## config.mk

```make
export PLATFORM = sky130hd
export DESIGN_NAME = page_cmd_seq
export DESIGN_NICKNAME = d
export VERILOG_FILES = /design/src/rtl/psq_pkg.sv /design/src/rtl/psq_row_table.sv /design/src/rtl/psq_ctrl.sv /design/src/rtl/page_cmd_seq.sv
export SDC_FILE = /design/constraint.sdc
export NUM_CORES = 1
export LEC_CHECK = 0
export CAP_MARGIN = 20
export CORE_MARGIN = 2
export CORE_UTILIZATION = 30
export CTS_BUF_LIST = sky130_fd_sc_hd__clkbuf_4 sky130_fd_sc_hd__clkbuf_8 sky130_fd_sc_hd__clkbuf_16
export CTS_CLUSTER_SIZE = 12
export DETAILED_ROUTE_END_ITERATION = 16
export HOLD_SLACK_MARGIN = 0.03
export PLACE_DENSITY = 0.48
export SLEW_MARGIN = 20
export SYNTH_ARGS = -nofsm -noshare
export SYNTH_HDL_FRONTEND = slang
export SYNTH_SLANG_ARGS = --single-unit
```

## constraint.sdc

```tcl
create_clock -name clk -period 3 [get_ports clk]
set_input_delay 0.9 -clock clk [delete_from_list [all_inputs] [get_ports clk]]
set_output_delay 0.9 -clock clk [all_outputs]
set_load 0.05 [all_outputs]
```

## src/rtl/psq_pkg.sv

```systemverilog
package psq_pkg;

    typedef enum logic [2:0] {
        OP_NOP = 3'd0,
        OP_PRE = 3'd1,
        OP_ACT = 3'd2,
        OP_RD  = 3'd3,
        OP_WR  = 3'd4,
        OP_RDA = 3'd5,
        OP_WRA = 3'd6
    } psq_op_e;

    typedef enum logic [1:0] {
        ST_IDLE = 2'd0,
        ST_PRE  = 2'd1,
        ST_ACT  = 2'd2,
        ST_COL  = 2'd3
    } psq_st_e;

    // Column command chosen by direction and whether the bank closes after it
    function automatic psq_op_e col_op(input logic wr, input logic autopre);
        if (autopre) return wr ? OP_WRA : OP_RDA;
        return wr ? OP_WR : OP_RD;
    endfunction

    // First step of a request from the state of its bank
    function automatic psq_st_e entry_step(input logic bank_open, input logic row_hit);
        if (bank_open && row_hit) return ST_COL;
        if (bank_open)            return ST_PRE;
        return ST_ACT;
    endfunction

    function automatic logic is_col(input psq_op_e op);
        return (op == OP_RD) || (op == OP_WR) || (op == OP_RDA) || (op == OP_WRA);
    endfunction

    function automatic logic is_autopre(input psq_op_e op);
        return (op == OP_RDA) || (op == OP_WRA);
    endfunction

endpackage

```

## src/rtl/psq_row_table.sv

```systemverilog
module psq_row_table #(
    parameter int BANKS = 4,
    parameter int ROW_W = 14,
    localparam int BANK_W = (BANKS > 1) ? $clog2(BANKS) : 1
) (
    input  logic              clk,
    input  logic              rst,
    input  logic [BANK_W-1:0] rd_bank,
    output logic              rd_open,
    output logic [ROW_W-1:0]  rd_row,
    input  logic [BANK_W-1:0] chk_bank,
    output logic              chk_open,
    output logic [ROW_W-1:0]  chk_row,
    input  logic              set_en,
    input  logic [BANK_W-1:0] set_bank,
    input  logic [ROW_W-1:0]  set_row,
    input  logic              clr_en,
    input  logic [BANK_W-1:0] clr_bank
);

    logic [BANKS-1:0]            open_vec;
    logic [BANKS-1:0][ROW_W-1:0] row_vec;

    for (genvar b = 0; b < BANKS; b++) begin : g_bank
        logic             open_r;
        logic [ROW_W-1:0] row_r;

        always_ff @(posedge clk) begin
            if (rst) begin
                open_r <= 1'b0;
                row_r  <= '0;
            end else if (set_en && set_bank == BANK_W'(b)) begin
                open_r <= 1'b1;
                row_r  <= set_row;
            end else if (clr_en && clr_bank == BANK_W'(b)) begin
                open_r <= 1'b0;
            end
        end

        assign open_vec[b] = open_r;
        assign row_vec[b]  = row_r;
    end

    assign rd_open  = open_vec[rd_bank];
    assign rd_row   = row_vec[rd_bank];
    assign chk_open = open_vec[chk_bank];
    assign chk_row  = row_vec[chk_bank];

    AST_SET_CLR_EXCL: assert property (@(posedge clk) disable iff (rst)
        !(set_en && clr_en && set_bank == clr_bank));

endmodule

```

## src/rtl/psq_ctrl.sv

```systemverilog
module psq_ctrl
    import psq_pkg::*;
#(
    parameter int BANK_W = 2,
    parameter int ROW_W  = 14,
    parameter int COL_W  = 10
) (
    input  logic              clk,
    input  logic              rst,
    input  logic              closed_page,
    input  logic              req_valid,
    output logic              req_ready,
    input  logic [BANK_W-1:0] req_bank,
    input  logic [ROW_W-1:0]  req_row,
    input  logic [COL_W-1:0]  req_col,
    input  logic              req_write,
    input  logic              bank_open,
    input  logic [ROW_W-1:0]  bank_row,
    output logic              cmd_valid,
    input  logic              cmd_ready,
    output psq_op_e           cmd_op,
    output logic [BANK_W-1:0] cmd_bank,
    output logic [ROW_W-1:0]  cmd_row,
    output logic [COL_W-1:0]  cmd_col,
    output logic              set_en,
    output logic              clr_en
);

    psq_st_e           st_q, st_d;
    logic [BANK_W-1:0] bank_q;
    logic [ROW_W-1:0]  row_q;
    logic [COL_W-1:0]  col_q;
    logic              wr_q;
    logic              closed_q;
    logic              accept;
    logic              fire;

    assign req_ready = (st_q == ST_IDLE);
    assign accept    = req_valid && req_ready;
    assign cmd_valid = (st_q != ST_IDLE);
    assign fire      = cmd_valid && cmd_ready;

    always_comb begin
        st_d = st_q;
        unique case (st_q)
            ST_IDLE: if (accept) st_d = entry_step(bank_open, bank_row == req_row);
            ST_PRE:  if (fire)   st_d = ST_ACT;
            ST_ACT:  if (fire)   st_d = ST_COL;
            ST_COL:  if (fire)   st_d = ST_IDLE;
            default:             st_d = ST_IDLE;
        endcase
    end

    always_ff @(posedge clk) begin
        if (rst) begin
            st_q     <= ST_IDLE;
            bank_q   <= '0;
            row_q    <= '0;
            col_q    <= '0;
            wr_q     <= 1'b0;
            closed_q <= 1'b0;
        end else begin
            st_q <= st_d;
            if (accept) begin
                bank_q   <= req_bank;
                row_q    <= req_row;
                col_q    <= req_col;
                wr_q     <= req_write;
                closed_q <= closed_page;
            end
        end
    end

    always_comb begin
        unique case (st_q)
            ST_PRE:  cmd_op = OP_PRE;
            ST_ACT:  cmd_op = OP_ACT;
            ST_COL:  cmd_op = col_op(wr_q, closed_q);
            default: cmd_op = OP_NOP;
        endcase
    end

    assign cmd_bank = bank_q;
    assign cmd_row  = row_q;
    assign cmd_col  = col_q;
    assign set_en   = fire && (st_q == ST_ACT);
    assign clr_en   = fire && ((st_q == ST_PRE) || (st_q == ST_COL && closed_q));

    AST_HOLD_CMD: assert property (@(posedge clk) disable iff (rst)
        (cmd_valid && !cmd_ready) |=> (cmd_valid && $stable(cmd_op) && $stable(cmd_bank)
                                       && $stable(cmd_row) && $stable(cmd_col)));
    AST_BUSY_BLOCKS_REQ: assert property (@(posedge clk) disable iff (rst)
        cmd_valid |-> !req_ready);
    AST_COL_FREES_REQ: assert property (@(posedge clk) disable iff (rst)
        (fire && is_col(cmd_op)) |=> req_ready);
    AST_ACCEPT_STARTS: assert property (@(posedge clk) disable iff (rst)
        accept |=> cmd_valid);
    AST_POLICY_KEPT: assert property (@(posedge clk) disable iff (rst)
        (cmd_valid && $past(cmd_valid)) |-> $stable(closed_q));

endmodule

```

## src/rtl/page_cmd_seq.sv

```systemverilog
module page_cmd_seq
    import psq_pkg::*;
#(
    parameter int BANKS = 4,
    parameter int ROW_W = 14,
    parameter int COL_W = 10,
    localparam int BANK_W = (BANKS > 1) ? $clog2(BANKS) : 1
) (
    input  logic              clk,
    input  logic              rst,
    input  logic              closed_page,
    input  logic              req_valid,
    output logic              req_ready,
    input  logic [BANK_W-1:0] req_bank,
    input  logic [ROW_W-1:0]  req_row,
    input  logic [COL_W-1:0]  req_col,
    input  logic              req_write,
    output logic              cmd_valid,
    input  logic              cmd_ready,
    output logic [2:0]        cmd_op,
    output logic [BANK_W-1:0] cmd_bank,
    output logic [ROW_W-1:0]  cmd_row,
    output logic [COL_W-1:0]  cmd_col
);

    logic             look_open, chk_open;
    logic [ROW_W-1:0] look_row, chk_row;
    logic             set_en, clr_en;
    psq_op_e          op_w;

    psq_row_table #(.BANKS(BANKS), .ROW_W(ROW_W)) u_table (
        .clk      (clk),
        .rst      (rst),
        .rd_bank  (req_bank),
        .rd_open  (look_open),
        .rd_row   (look_row),
        .chk_bank (cmd_bank),
        .chk_open (chk_open),
        .chk_row  (chk_row),
        .set_en   (set_en),
        .set_bank (cmd_bank),
        .set_row  (cmd_row),
        .clr_en   (clr_en),
        .clr_bank (cmd_bank)
    );

    psq_ctrl #(.BANK_W(BANK_W), .ROW_W(ROW_W), .COL_W(COL_W)) u_ctrl (
        .clk         (clk),
        .rst         (rst),
        .closed_page (closed_page),
        .req_valid   (req_valid),
        .req_ready   (req_ready),
        .req_bank    (req_bank),
        .req_row     (req_row),
        .req_col     (req_col),
        .req_write   (req_write),
        .bank_open   (look_open),
        .bank_row    (look_row),
        .cmd_valid   (cmd_valid),
        .cmd_ready   (cmd_ready),
        .cmd_op      (op_w),
        .cmd_bank    (cmd_bank),
        .cmd_row     (cmd_row),
        .cmd_col     (cmd_col),
        .set_en      (set_en),
        .clr_en      (clr_en)
    );

    assign cmd_op = op_w;

    AST_ACT_NEEDS_IDLE: assert property (@(posedge clk) disable iff (rst)
        (cmd_valid && cmd_ready && op_w == OP_ACT) |-> !chk_open);
    AST_PRE_NEEDS_OPEN: assert property (@(posedge clk) disable iff (rst)
        (cmd_valid && cmd_ready && op_w == OP_PRE) |-> chk_open);
    AST_COL_ON_OPEN_ROW: assert property (@(posedge clk) disable iff (rst)
        (cmd_valid && cmd_ready && is_col(op_w)) |-> (chk_open && chk_row == cmd_row));
    AST_AUTOPRE_CLOSES: assert property (@(posedge clk) disable iff (rst)
        (cmd_valid && cmd_ready && is_autopre(op_w)) |=> !chk_open);
    AST_IDLE_NO_OP: assert property (@(posedge clk) disable iff (rst)
        !cmd_valid |-> (op_w == OP_NOP));

endmodule

```

==> Word-level counts from Yosys, hierarchy flattened <==
Index checks and enable logic that the tools add are counted.
{ "op_classes": {"order_cmp": 1, "eq_ne": 11, "mux": 35, "reduce_logical": 23} }
{ "ops": {"columns": ["operator", "n"], "rows": [
  ["binary-select mux 14 bit (select 2 bit)", 1],
  ["2-to-1 mux 1 bit", 18],
  ["2-to-1 mux 2 bit", 9],
  ["equality test 14 bit", 1],
  ["logical AND 1 bit", 14],
  ["2-to-1 mux 14 bit", 1],
  ["nonzero test 2 bit", 5],
  ["2-to-1 mux 3 bit", 3],
  ["one-hot mux 3 bit (3 select lines)", 1],
  ["equality test 2 bit, second input constant", 4],
  ["one-hot mux 2 bit (4 select lines)", 1],
  ["!= test 2 x 1 -> 1 bit, second input constant", 3],
  ["equality test 2 x 1 -> 1 bit, second input constant", 2],
  ["logical NOT 2 bit", 2],
  ["AND reduction 4 bit", 1],
  ["< comparator 2 x 3 -> 1 bit, second input constant", 1],
  ["binary-select mux 1 bit (select 2 bit)", 1],
  ["!= test 2 bit, second input constant", 1],
  ["logical OR 1 bit", 1]
]} }
{ "totals": {"ff_bits": 90, "inputBits": 32, "output_inout_bits": 31, "word_cells": 84} }

==> Logic depth before layout (Yosys ltp) <==
{ "logic_depth": {"depth_word": 14, "depth_mapped": 9} }

==> Cells and area by module <==
From an unflattened synthesis, not the netlist that was laid out.
{ "unflattened": {"hier_cells": 430, "hier_area_um2": 4495.6} }
{ "by_module_without_submodules": {"columns": ["module", "instances", "cells_per_inst", "area_each_um2", "seq_area_each_um2"], "rows": [
  ["psq_row_table", 1, 255, 3101.7, 1201.2],
  ["psq_ctrl", 1, 175, 1393.8, 600.6]
]} }

==> Worst setup path after synthesis <==
Ideal clock, no wire load.
{ "synth_timing": {"path_kind": "register to register", "startpoint": "reg u_ctrl.st_q[0]", "endpoint": "reg u_table.g_bank[0].row_r[10]", "setup_ns": 0.132, "arrival_ns": 2.402, "required_time_ns": 2.868, "slack_ns": 0.465, "stages_incl_launch_ff": 10, "n_path_buf": 2, "cell_sequence": "dfxtp_1 > inv_1 > ha_1 > inv_1 > nand3_1 > or3_1 > clkbuf_1 > clkbuf_1 > nand2_1 > a21oi_1"} }
{ "synth_via": {"elab_chain_cells": 4, "word_cells_on_any_way": 5, "classes_between": "eq/ne: 1; reduce/logical: 4"} }
{ "synth_rtl": {"columns": ["element", "line_no", "source"], "rows": [
  ["from (decl)", "psq_ctrl.sv:29", "psq_st_e st_q, st_d;"],
  ["from (signal assigned)", "psq_ctrl.sv:63", "st_q <= st_d;"],
  ["nonzero test 2 bit", "psq_ctrl.sv:40", "assign cmd_valid = (st_q != ST_IDLE);"],
  ["via cmd_valid", "page_cmd_seq.sv:18", "output logic cmd_valid,"],
  ["logical AND 1 bit", "psq_ctrl.sv:41", "assign fire = cmd_valid && cmd_ready;"],
  ["logical AND 1 bit", "psq_ctrl.sv:86", "assign set_en = fire && (st_q == ST_ACT);"],
  ["logical AND 1 bit", "psq_row_table.sv:32", "end else if (set_en && set_bank == BANK_W'(b)) begin"],
  ["to (signal assigned)", "psq_row_table.sv:34", "row_r <= set_row;"],
  ["to (decl)", "psq_row_table.sv:26", "logic [ROW_W-1:0] row_r;"]
]} }
The timed path passes the listed nets, and every way through them passes these cells.
A chain may end at the register's enable or synchronous reset.

==> Worst setup path in the final report <==
{ "layout_timing": {"startpoint": "reg u_ctrl.st_q[1]", "endpoint": "out req_ready"} }
{ "layout_via": {"elab_chain_cells": 1} }
{ "layout_rtl": {"columns": ["element", "line_no", "source"], "rows": [
  ["logical NOT 2 bit", "psq_ctrl.sv:38", "assign req_ready = (st_q == ST_IDLE);"],
  ["to (decl)", "page_cmd_seq.sv:13", "output logic req_ready,"]
]} }
Every way passes these cells.

==> results.cfg <==
[critical_path]
r2r-end = u_table.g_bank[2].row_r[3]$_SDFFE_PP0P_
r2r_setup_slack_ns = 0.89
rr_worst_depth = 7
critPathCaptureType = primary output
cp_top_family = buffers and inverters
crit_buf_inv = 2
worstSetupStartpoint = u_ctrl.st_q[1]$_SDFFE_PP0P_
reg2reg_from = u_ctrl.st_q[1]$_SDFFE_PP0P_
cp_cell_sequence = inv_1 -> ha_1 -> clkdlybuf4s50_1
crit_fanout = 6
worstSetupPathType = reg -> out
slowest_delay_ns = 0.84
cp.required_ns = 2.10
cp-start-kind = flip-flop
arrival_ns = 1.99
critPathSlowestCell = clkdlybuf4s50_1

[clock_network]
path_clk_slew_ns = 0.06
holdBufCountCts = 0
numCtsBuffers = 9
cts-root-buf = clkbuf_16
cts_max_level = 3
cts_num_sinks = 90
postCtsSetupRepairBufs = 0
cts_buffer_depth = 2
clk_latency_ns = 0.34
cts_tree = yes

[power_and_ir_drop]
total_power_w = 0.003706
p_comb_share_pct = 27.3
ir_drop_mv = 0.4149
power.share.clock_pct = 35.9
p_int_w = 0.002469
p_seq_share_pct = 36.9
switching_share_pct = 33.38
p_sw_w = 0.001237
power.density_mw_per_mm2 = 743.8
power.leakage_nw = 1.815

[yosys]
synth_seq_cells = 90
yosysTopAreaCellShare_pct = 46.97
synth_fp_nets = 495
synth.avg_cell_area_um2 = 8.376
yosys-top-cells-area = dfxtp_1 47%, nand2_1 17%, a21oi_1 12%
netlist_area_mm2 = 0.003836
yosysUniqueCellTypes = 30
syn_inst = 458
synth_largest_area_cell = dfxtp_1
yosys_warnings = 0
ys_seq_area_share_pct = 46.97

[finish]
layout-drive-gt1-share_pct = 6.963
nets = 549
regArea_mm2 = 0.001802
n_antenna_cell = 0
fillers = 1292
multi_input_area_mm2 = 0.001871
areaGrowthSynthToFinish_pct = 29.88

[timing]
whs_ns = 0.4521
period_minus_slack_ns = 2.888
fin_worst_skew_ns = 0.004201
slew_headroom_pct = 65.27
timing.fmax_mhz = 346.3
worst_pin_slew_ns = 0.5193
maxSlewViolCount = 0
finalCritPeriodShare_pct = 96.26
hold_violations = 0
finalSetupViolations = 0
rsz0062_at_grt = false

[global_routing]
grt_max_degree = 45
grt_use_total_pct = 16.17
grt_use_met1_pct = 21.55
grt_pass1_wl_um = 16580
met2_usage_pct = 26.01
busiest_layer = met2
antenna_found_initial = 0
grt_pass1_vias = 3057
grt.overflow.total = 0
gr-usage-met3_pct = 3.553

[place]
dp_hpwl_um = 6974
place_congestion = 0.7541
numPortBuffers = 62

[routing]
viasPerCell = 4.697
drtIter0Drc = 159
firstDrtPassIters = 4
wire_per_inst_um = 15.24
drc_errors = 0
routed_wl_um = 10500
antenna_left = 0
vias = 3236

[floorplan]
die_area_mm2 = 0.01371
ios = 63
row_count = 41
die_x_um = 117.1
initial_core_util_pct = 30.52
core_mm2 = 0.01257
fp.dieH_um = 117.1

[worst_hold_path]
min_path_cells = 2
hp-class = reg -> reg
worstHoldStart = u_ctrl.cmd_col[9]$_SDFFE_PP0P_
whs_endpoint = u_ctrl.cmd_col[9]$_SDFFE_PP0P_

[job]
maxCapViolations = 0

[outcome]
outcome = complete, no violations
cell type report:
type,count,area share [%]
clock buffers,12,5.224
clock inverters,4,1.959
inverters,6,0.4520
multi-input cells,331,37.54
flip-flops and latches,90,36.16
well taps,172,4.319
repair buffers,74,14.34
Yosys cell counts (all sizes together):
master / n
nand3: 3
a21oi: 89
buf: 5
nand3b: 1
o31ai: 1
a311oi: 2
o21ai: 7
a21o: 1
nor2b: 1
nand2b: 2
nand4: 1
clkbuf: 26
or3: 1
a21boi: 1
dfxtp: 90
inv: 6
or2: 3
nor2: 5
nand2: 172
ha: 5
a31oi: 1
mux4: 15
and2: 1
nor4: 3
xor2: 14
nor3: 2
power by group through the flow:
| stage | combinational (W) | sequential (W) | clock, W |
|---|---|---|---|
| 6_report | 0.00101 | 0.00137 | 0.00133 |
| 5_1_grt | 0.00110 | 0.00138 | 0.00141 |
| 4_1_cts | 0.00103 | 0.00137 | 0.00136 |
| 3_5_place_dp | 0.00103 | 0.00139 | 0 |
| 3_3_place_gp | 0.00102 | 0.00139 | 0 |
| 2_1_floorplan | 0.000488 | 0.00156 | 0 |
through the flow:
| stage | instances | setup TNS, ns | setup WS, ns | util, % | instance area [um^2] |
|---|---|---|---|---|---|
| global route | 689 | 0 | 0.006726 | 39.64 | 4982 |
| CTS | 689 | 0 | 0.02520 | 39.62 | 4980 |
| detailed placement | 673 | -0.1094 | -0.1094 | 36.78 | 4623 |
| finish | 689 | 0 | 0.1121 | 39.64 | 4982 |
| global placement | 673 | -0.04223 | -0.04223 | 36.78 | 4623 |
| floorplan | 458 | 0 | 0.4653 | - | 3836 |
cell usage in the layout, fill, tap and decap left out, drive strengths merged, types with 2 or more instances in the layout:
cell type	n
nand2	172
dfxtp	90
a21oi	89
clkdlybuf4s50	57
mux4	15
buf	15
xor2	14
clkbuf	12
o21ai	7
inv	6
nor2	5
ha	5
nand3	3
or2	3
nor4	3
bufinv	3
nand2b	2
nor3	2
a311oi	2
metal layers:
metal  wire [um]  part of all wire, %
met5           0                    0
met4         151                  1.4
met3         486                  4.6
met2        4872                   46
met1        4985                   47
worst max-delay path by stage:
| stage | slack [ns] | cells after the start | to |
|---|---|---|---|
| 2_1_floorplan | 0.47 | 9 | u_table.g_bank[0].row_r[10]$_SDFFE_PP0P_ |
| 3_3_place_gp | -0.04 | 7 | u_ctrl.st_q[1]$_SDFFE_PP0P_ |
| 3_5_place_dp | -0.11 | 7 | u_ctrl.st_q[1]$_SDFFE_PP0P_ |
| 4_1_cts | 0.03 | 3 | cmd_op[2] |
| 5_1_grt | 0.007 | 3 | req_ready |
| 6_report | 0.11 | 3 | req_ready |
cells by family (layout without fill, tap and decap cells):
logic type / after synthesis / count (layout) / share of synthesized area, %
flip-flops: 90 / 90 / 46.97
AO/OA/AOI/OAI: 102 / 102 / 13.73
multiplexers: 15 / 15 / 10.08
AND/OR/NAND/NOR: 195 / 195 / 20.12
XOR/XNOR: 14 / 14 / 3.196
adder cells (fa/ha/maj): 5 / 5 / 1.631
buffers and inverters: 37 / 96 / 4.272
worst min-delay path, cell delays in order, from the launching register on:
cell	delay [ns]
dfxtp_1	0.31
nand2_1	0.05
a21oi_1	0.05
registers in the layout, summed over array words and instances (netlist names):
| signal | cells |
|---|---|
| u_table.g_bank.open_r | 4 |
| u_table.g_bank.row_r | 56 |
| u_ctrl.cmd_row | 14 |
| u_ctrl.cmd_col | 10 |
| u_ctrl.cmd_bank | 2 |
| u_ctrl.closed_q | 1 |
| u_ctrl.wr_q | 1 |
| u_ctrl.st_q | 2 |
what timing repair did:
action | in CTS | in global routing
gates resized for setup | 1 | 1
endpoints found under the hold margin | 0 | 0
pin swaps | 0 | 0
endpoints found under the setup margin | 1 | 1
cloned | 0 | 0
No activity file was read; power rests on OpenSTA's default activity.
